`config.mk`:
```
export PLATFORM = sky130hd
export DESIGN_NAME = cal_seq_ctrl
export DESIGN_NICKNAME = d
export VERILOG_FILES = /design/src/rtl/cal_seq_ctrl.sv
export SDC_FILE = /design/constraint.sdc
export NUM_CORES = 1
export LEC_CHECK = 0
export BUFFER_PORTS_ARGS = -buffer_cell sky130_fd_sc_hd__buf_2
export CAP_MARGIN = 10
export CORE_UTILIZATION = 40
export CTS_BUF_LIST = sky130_fd_sc_hd__clkbuf_16
export CTS_CLUSTER_DIAMETER = 60
export DETAILED_ROUTE_END_ITERATION = 10
export PLACE_DENSITY_LB_ADDON = 0.1
export SLEW_MARGIN = 20
export SYNTH_ARGS = -nofsm -noshare
export SYNTH_HDL_FRONTEND = slang
export SYNTH_SLANG_ARGS = --single-unit
```
`constraint.sdc`:
```
create_clock -name clk -period 3.05 [get_ports clk]
set_clock_uncertainty 0.15 [all_clocks]
set_input_delay 0.305 -clock clk [delete_from_list [all_inputs] [get_ports clk]]
set_output_delay 0.305 -clock clk [all_outputs]
set_load 0.1 [all_outputs]
```
`src/rtl/cal_seq_ctrl.sv`:
```
module cal_seq_ctrl #(
  parameter int QUAL_LEN  = 640,
  parameter int DLY_SHORT = 1024,
  parameter int DLY_LONG  = 16384
) (
  input  logic clk,
  input  logic rst_n,
  input  logic cal_req,
  input  logic dly_sel,
  input  logic dual_edge,
  input  logic eng_done,
  output logic cal_start,
  output logic cal_busy,
  output logic dclk_en
);

  localparam int MAXC = (DLY_LONG > DLY_SHORT) ?
                        ((DLY_LONG > QUAL_LEN) ? DLY_LONG : QUAL_LEN) :
                        ((DLY_SHORT > QUAL_LEN) ? DLY_SHORT : QUAL_LEN);
  localparam int CW = $clog2(MAXC + 1);
  localparam logic [CW-1:0] QLIM = CW'(QUAL_LEN - 1);
  localparam logic [CW-1:0] SLIM = CW'(DLY_SHORT - 1);
  localparam logic [CW-1:0] LLIM = CW'(DLY_LONG - 1);

  typedef enum logic [2:0] {S_INIT, S_POR, S_LOW, S_ARM, S_BUSY} st_t;

  st_t           state;
  logic [CW-1:0] cnt;
  logic          long_sel;
  logic [CW-1:0] por_lim;

  assign por_lim  = long_sel ? LLIM : SLIM;
  assign cal_busy = (state == S_BUSY);

  always_ff @(posedge clk or negedge rst_n) begin
    if (!rst_n) begin
      state     <= S_INIT;
      cnt       <= '0;
      long_sel  <= 1'b0;
      cal_start <= 1'b0;
      dclk_en   <= 1'b1;
    end else begin
      cal_start <= 1'b0;
      case (state)
        S_INIT: begin
          long_sel <= dly_sel;
          cnt      <= '0;
          state    <= cal_req ? S_LOW : S_POR;
        end
        S_POR: begin
          if (cnt == por_lim) begin
            if (!dual_edge) begin
              state     <= S_BUSY;
              cal_start <= 1'b1;
              dclk_en   <= 1'b0;
              cnt       <= '0;
            end
          end else begin
            cnt <= cnt + 1'b1;
          end
        end
        S_LOW: begin
          if (cal_req) cnt <= '0;
          else if (cnt == QLIM) begin
            state <= S_ARM;
            cnt   <= '0;
          end else cnt <= cnt + 1'b1;
        end
        S_ARM: begin
          if (!cal_req) begin
            if (cnt != '0) begin
              state <= S_LOW;
              cnt   <= CW'(1);
            end
          end else if (cnt == QLIM) begin
            cnt <= '0;
            if (dual_edge) state <= S_LOW;
            else begin
              state     <= S_BUSY;
              cal_start <= 1'b1;
              dclk_en   <= 1'b0;
            end
          end else cnt <= cnt + 1'b1;
        end
        S_BUSY: begin
          if (eng_done) begin
            state   <= S_LOW;
            cnt     <= '0;
            dclk_en <= 1'b1;
          end
        end
        default: state <= S_INIT;
      endcase
    end
  end


  busy_hold_chk: assert property (@(posedge clk) disable iff (!rst_n)
    cal_busy && !eng_done |=> cal_busy);

  done_release_chk: assert property (@(posedge clk) disable iff (!rst_n)
    cal_busy && eng_done |=> !cal_busy && dclk_en);

  dclk_gate_chk: assert property (@(posedge clk) disable iff (!rst_n)
    cal_busy |-> !dclk_en);

  start_pulse_chk: assert property (@(posedge clk) disable iff (!rst_n)
    cal_start |=> !cal_start);

  start_busy_chk: assert property (@(posedge clk) disable iff (!rst_n)
    cal_start |-> cal_busy);

  dual_block_chk: assert property (@(posedge clk) disable iff (!rst_n)
    !cal_busy && dual_edge |=> !cal_busy);

endmodule

```
==> flow_summary_export.csv, run 1 <==
group,metric,value,unit
outcome,outcome,"finished, final reports clean",
sta,fmax,0.395,GHz
placed_design,place_congestion,0.790,
logic_synthesis,synth_top_area_share,0.343,
cells_and_area,diodes,0,
route,wl_per_cell,15.6,µm
clocking,cts_tree,"built",
sta,finalSetupTns,0,ns
die,die_w,62.4,µm
die,die_y,62.4,µm
clocking,cts.path.max_buffers,2,
setup_path,end_kind,"flip-flop",
logic_synthesis,ys_top_cells_by_count,"dfrtp_1, nand2_1, nor2_1",
logic_synthesis,synth_seq_cells,21,
global_routing,grt_usage,0.184,
cells_and_area,nets,170,
logic_synthesis,async_reset_ff_frac,1.00,
logic_synthesis,synth_top_area_cell,"dfrtp_1",
clocking,cts_setup_buffers,0,
logic_synthesis,synth_area_per_cell,9.35,µm²
route,drc_errors,0,
route,drtIter0Drc,112,
logic_synthesis,ys_top_cells_by_area,"dfrtp_1, a221o_1, nand2_1",
route,first_pass_iters,4,
power_and_ir_drop,switching_share,0.292,
setup_path,worstPathRequired,3.04,ns
clocking,cts_buffers,3,
placed_design,hpwl,2290,µm
sta,rsz0062_at_grt,"false",
power_and_ir_drop,p_leak,0.733,nW
die,initial_utilization,0.427,
power_and_ir_drop,irDropWorstVdd,0.224,mV
logic_synthesis,synth_xor_area_frac,0.0300,
logic_synthesis,synth_area,1460,µm²
setup_path,cpPeakStageDelay,0.61,ns
power_and_ir_drop,switchingPower,219,µW
logic_synthesis,synth-seq-area-share,0.361,
power_and_ir_drop,pwr-share-clk,0.373,
route,antenna_left,0,
clocking,hold_buffers,1,
clocking,h-tree-depth,1,
global_routing,first_global_vias,1195,
clocking,cts_resized,0,
setup_path,cp_top_family,"simple AND/OR/NAND/NOR gates",
logic_synthesis,synth_edf_count,0,
die,die_area,3890,µm²
cells_and_area,syn2layout_area_growth,8.49,%
logic_synthesis,netlist-cell-type-count,50,
global_routing,overflow,0,
cells_and_area,fin_util,0.463,
global_routing,grt_start_max_net_pins,22,
logic_synthesis,syn_inst,156,
route,vias,1243,
cells_and_area,drive_above_1_share,0.155,
clocking,cts.clk_slew.worst_paths,0.06,ns
sta,report.final.slew_viol_count,0,
power_and_ir_drop,intPower,532,µW
setup_path,cp_cell_sequence,"ha_1 -> and4_1 -> nand4_2 -> nor4_1 -> or3_1 -> a221o_1",
setup_path,critical_path_class,"flip-flop to flip-flop",
logic_synthesis,muxShareOfSynthArea,0.00772,
logic_synthesis,yosysWarnings,0,
placed_design,place.port_buffers,8,
flow_run,drv_cap,0,
logic_synthesis,synth_simple_gate_area_frac,0.309,
hold_path,hold_class,"input pin to flip-flop",
setup_path,cp_num_buf_inv,0,
route,routed_via_density,6.00,
setup_path,path_max_fanout,15,
sta,max_slew_margin,0.620,
die,rows,21,
logic_synthesis,syn-num-nets,164,
power_and_ir_drop,combinationalPowerShare,0.180,
power_and_ir_drop,power_density,474,nW/µm²
setup_path,crit_arrival,2.52,ns
power_and_ir_drop,total_power,751,µW
sta,worst_slew_pin_slew,0.570,ns
power_and_ir_drop,sequentialPowerShare,0.447,
clocking,clk_latency,0.26,ns
clocking,clock-sinks,21,
sta,hold_ws,0.0971,ns
global_routing,antenna_found_initial,0,
die,io_pins,9,
logic_synthesis,yosysMostFrequentCell,"dfrtp_1",
die,core_area,3420,µm²
logic_synthesis,synth_compound_area_frac,0.217,
setup_path,startpoint_type,"flip-flop",
sta,period_share,0.830,
global_routing,grt_pass1_wl,5690,µm
sta,finalSetupViolCount,0,
clocking,clockRootBuffer,"clkbuf_16",
logic_synthesis,synth_top_family_by_area,"simple AND/OR/NAND/NOR gates",
setup_path,slowest_stage,"or3_1",
sta,min_period,2.53,ns
logic_synthesis,synthAdderAreaFrac,0.0172,
logic_synthesis,ys.flop_type,"dfrtp_1",
route,wl,3230,µm
sta,hold_viol,0,
==> cell families after synthesis <==
kind of cell,count (synthesis)
buffers and inverters,13
adders and majority gates,2
AOI/OAI and AO/OA,38
muxes,1
xor gates and xnor gates,5
DFF,21
and+or+nand+nor,76
==> stage by stage <==
| stage | std cells | worst slack [ns] | cell area (µm²) |
|---|---|---|---|
| after floorplan | 156 | 0.748 | 1460 |
| after global placement | 202 | 0.581 | 1490 |
| after detailed placement | 202 | 0.534 | 1490 |
| after CTS | 207 | 0.520 | 1580 |
| after global routing | 207 | 0.330 | 1580 |
| final | 207 | 0.519 | 1580 |
==> final timing paths <==
path / cells after the start / startpoint / slack [ns] / to
hold reg to reg: 2 / dclk_en / 0.37 / dclk_en
setup / recovery: 6 / cnt[0] / 0.52 / cnt[0]
min in group asynchronous: 2 / rst_n / 0.39 / cnt[14]
setup reg to reg: 6 / cnt[0] / 0.52 / cnt[0]
max in group asynchronous: 2 / rst_n / 2.00 / dclk_en
hold / removal: 2 / dual_edge / 0.1 / cal_start
==> registers in the layout, indices dropped and copies added (netlist names) <==
name	cells
state	3
long_sel	1
cal_start	1
dclk_en	1
cnt	15
==> power by group through the flow <==
stage	registers [mW]	logic (mW)	clock network, mW
after global routing	0.340	0.153	0.299
after global placement	0.339	0.134	0
after floorplan	0.325	0.122	0
after CTS	0.335	0.137	0.288
after detailed placement	0.339	0.136	0
final	0.336	0.135	0.280
==> cell type report <==
| type | count | area (µm²) |
|---|---|---|
| clock buffers | 3 | 75.1 |
| clock inverters | 1 | 3.75 |
| fillers | 353 | 1830 |
| inverters | 4 | 15.0 |
| multi-input cells | 122 | 847 |
| flip-flops and latches | 21 | 527 |
| well taps | 46 | 57.6 |
| repair buffers | 10 | 57.6 |
==> layout by cell type, fill, tap and decap left out, types with 2 or more instances in the layout <==
cell,Yosys,final
a22o_1,5,5
a21oi_1,9,9
nor3_1,5,5
o22ai_1,2,2
and2_1,3,3
ha_1,2,2
nand2b_1,4,4
a21o_1,2,2
nand3b_1,3,3
a221o_1,8,8
and4_1,3,3
or2_2,3,3
xnor2_1,2,2
inv_1,4,5
nor2_1,10,10
xor2_1,3,3
nor2b_1,3,3
and3_1,3,3
nor4_1,2,2
nand4_1,4,4
buf_2,2,8
dfrtp_1,20,20
nand2_1,14,14
clkbuf_16,0,3
nand3_1,8,8
or3_1,3,3
==> metal layers <==
layer	up-vias	GRT usage	share of wire
met3	5	0.0164	0.026
met1	613	0.254	0.49
met5	-	0	0
met2	20	0.295	0.46
met4	0	0.0785	0.019
li1	605	-	-
Power figures use the tool's default switching activity.
==> run 2: changes to the inputs <==
==> constraint.sdc (replaced) <==
create_clock -name clk -period 2.3 [get_ports clk]
set_clock_uncertainty 0.15 [all_clocks]
set_input_delay 0.23 -clock clk [delete_from_list [all_inputs] [get_ports clk]]
set_output_delay 0.23 -clock clk [all_outputs]
set_load 0.1 [all_outputs]
==> run 2 against run 1 <==
First-iteration DRC count decreased by 38%. Final cell count increased by 13%. Utilization up 7.0 points. Sequential cell count is the same. Count of clock-buffer cells in the layout is the same. Sequential power is 34% higher. Register-to-register slack got worse by 0.48 ns. Highest routed layer unchanged.
==> flow_summary_export.csv, run 2 (synthesized netlist as in run 1, its figures left out) <==
group,metric,value,unit
cells_and_area,diodes,0,
cells_and_area,reg_top3,"cnt: 15 flops, state: 3 flops",
power_and_ir_drop,power_density,629,nW/µm²
sta,worst_slew_pin_slew,0.533,ns
global_routing,grt_pass1_wl,5950,µm
placed_design,place_congestion,0.827,
clocking,h-tree-depth,1,
cells_and_area,nets,196,
hold_path,hold_class,"input pin to flip-flop",
placed_design,post-place-cells,218,
setup_path,rrSetupSlack,0.04,ns
route,wl,3900,µm
route,drtIter0Drc,70,
cells_and_area,finalNonFillerCells,233,
placed_design,place.port_buffers,8,
cells_and_area,design_area,1820,µm²
route,first_pass_iters,4,
setup_path,cpPeakStageDelay,0.44,ns
cells_and_area,drive_above_1_share,0.305,
global_routing,grt_usage,0.195,
sta,min_period,2.26,ns
setup_path,worstPathRequired,2.29,ns
cells_and_area,n_fill_cell,323,
outcome,outcome,"finished, final reports clean",
setup_path,path_max_fanout,7,
sta,fmax,0.442,GHz
cells_and_area,largest_reg_flops,15,
global_routing,antenna_found_initial,0,
power_and_ir_drop,p_leak,0.870,nW
cells_and_area,final_common_cell,"buf_4",
route,drc_errors,0,
setup_path,cp_num_buf_inv,2,
setup_path,end_kind,"flip-flop",
sta,max_slew_margin,0.645,
hold_path,min_to,"cal_start",
sta,report.final.slew_viol_count,0,
die,die_y,62.4,µm
die,rows,21,
die,die_area,3890,µm²
die,core_area,3420,µm²
cells_and_area,largest_register,"cnt",
setup_path,critical_path_class,"flip-flop to flip-flop",
clocking,cts_buffers,3,
clocking,clock-sinks,21,
die,die_w,62.4,µm
cells_and_area,syn2layout_area_growth,24.9,%
power_and_ir_drop,irDropWorstVdd,0.247,mV
cells_and_area,final_cell_mix,"buf_4, dfrtp_1, nand2_1, nor2_1",
hold_path,hp-start,"dual_edge",
setup_path,crit_arrival,2.25,ns
setup_path,cp_top_family,"compound AO/OA/AOI/OAI gates",
clocking,cts.clk_slew.worst_paths,0.06,ns
setup_path,slowest_stage,"dfrtp_1",
clocking,cts.path.max_buffers,2,
flow_run,drv_cap,0,
sta,finalSetupViolCount,0,
route,vias,1358,
sta,period_share,0.984,
route,wl_per_cell,16.7,µm
setup_path,reg2reg_depth,8,
global_routing,overflow,0,
hold_path,whs_path_depth,2,
clocking,clk_latency,0.26,ns
clocking,cts_tree,"built",
global_routing,grt_start_max_net_pins,22,
setup_path,rr_startpoint,"cnt[0]",
route,antenna_left,0,
setup_path,r2r-end,"cnt[8]",
sta,hold_viol,0,
clocking,clockRootBuffer,"clkbuf_16",
route,routed_via_density,5.83,
global_routing,first_global_vias,1268,
placed_design,hpwl,2550,µm
placed_design,placed_area,1620,µm²
die,initial_utilization,0.427,
setup_path,startpoint_type,"flip-flop",
setup_path,cp_cell_sequence,"ha_4 -> and4_4 -> nand4_4 -> o31ai_4 -> buf_4 -> buf_6 -> a21oi_1 -> a221o_1",
die,io_pins,9,
-- run 2: power by group --
| part | internal (mW) | total (mW) | switching [mW] |
|---|---|---|---|
| registers | 0.399 | 0.450 | 0.0507 |
| clock network | 0.232 | 0.375 | 0.143 |
| logic | 0.169 | 0.322 | 0.153 |
-- run 2: layout make-up --
type | count | area, µm² | area share
repair buffers | 36 | 262 | 0.144
well taps | 46 | 57.6 | 0.0316
clock buffers | 3 | 75.1 | 0.0412
clock inverters | 1 | 3.75 | 0.00206
multi-input cells | 122 | 880 | 0.483
inverters | 4 | 15.0 | 0.00824
flip-flops and latches | 21 | 529 | 0.291
-- run 2: worst max path at each step --
| stage | startpoint | to | cells past startpoint |
|---|---|---|---|
| 2_1_floorplan | cnt[0] | cnt[0] | 8 |
| 3_3_place_gp | cnt[0] | cnt[11] | 7 |
| 3_5_place_dp | cnt[0] | cnt[8] | 7 |
| 4_1_cts | cnt[0] | cnt[10] | 7 |
| 5_1_grt | cnt[13] | cnt[7] | 7 |
| 6_report | cnt[0] | cnt[8] | 8 |
-- run 2: worst register-to-register path, cell delays in order (launching register included) --
cell,delay [ns]
dfrtp_1,0.44
ha_4,0.17
and4_4,0.24
nand4_4,0.15
o31ai_4,0.39
buf_4,0.18
buf_6,0.11
a21oi_1,0.06
a221o_1,0.26
-- run 2: timing repair --
| action | in CTS | in global routing |
|---|---|---|
| endpoints found under the hold margin | 20 | 0 |
| resized for setup | 0 | 13 |
| buffers inserted | 0 | 9 |
| hold buffers | 1 | 0 |
| setup endpoints to repair | 0 | 10 |
-- run 2: through the flow --
stage          power [mW]  setup TNS, ns  hold slack (ns)  worst slack [ns]   util
2_1_floorplan       0.593              0           -0.216            0.0103      -
4_1_cts              1.05              0           0.0362           0.00766  0.501
5_1_grt              1.20        -0.0765           0.0566           -0.0264  0.533
6_report             1.15              0           0.0393            0.0365  0.533
3_5_place_dp        0.677              0           0.0791            0.0183  0.475
3_3_place_gp        0.672              0           0.0680            0.0681  0.475
-- run 2: layer usage --
layer	wire [µm]	vias to the layer above	track usage
met5	0	-	0
li1	-	650	-
met2	1840	28	0.326
met1	1880	676	0.263
met3	126	4	0.0164
met4	60	0	0.0698
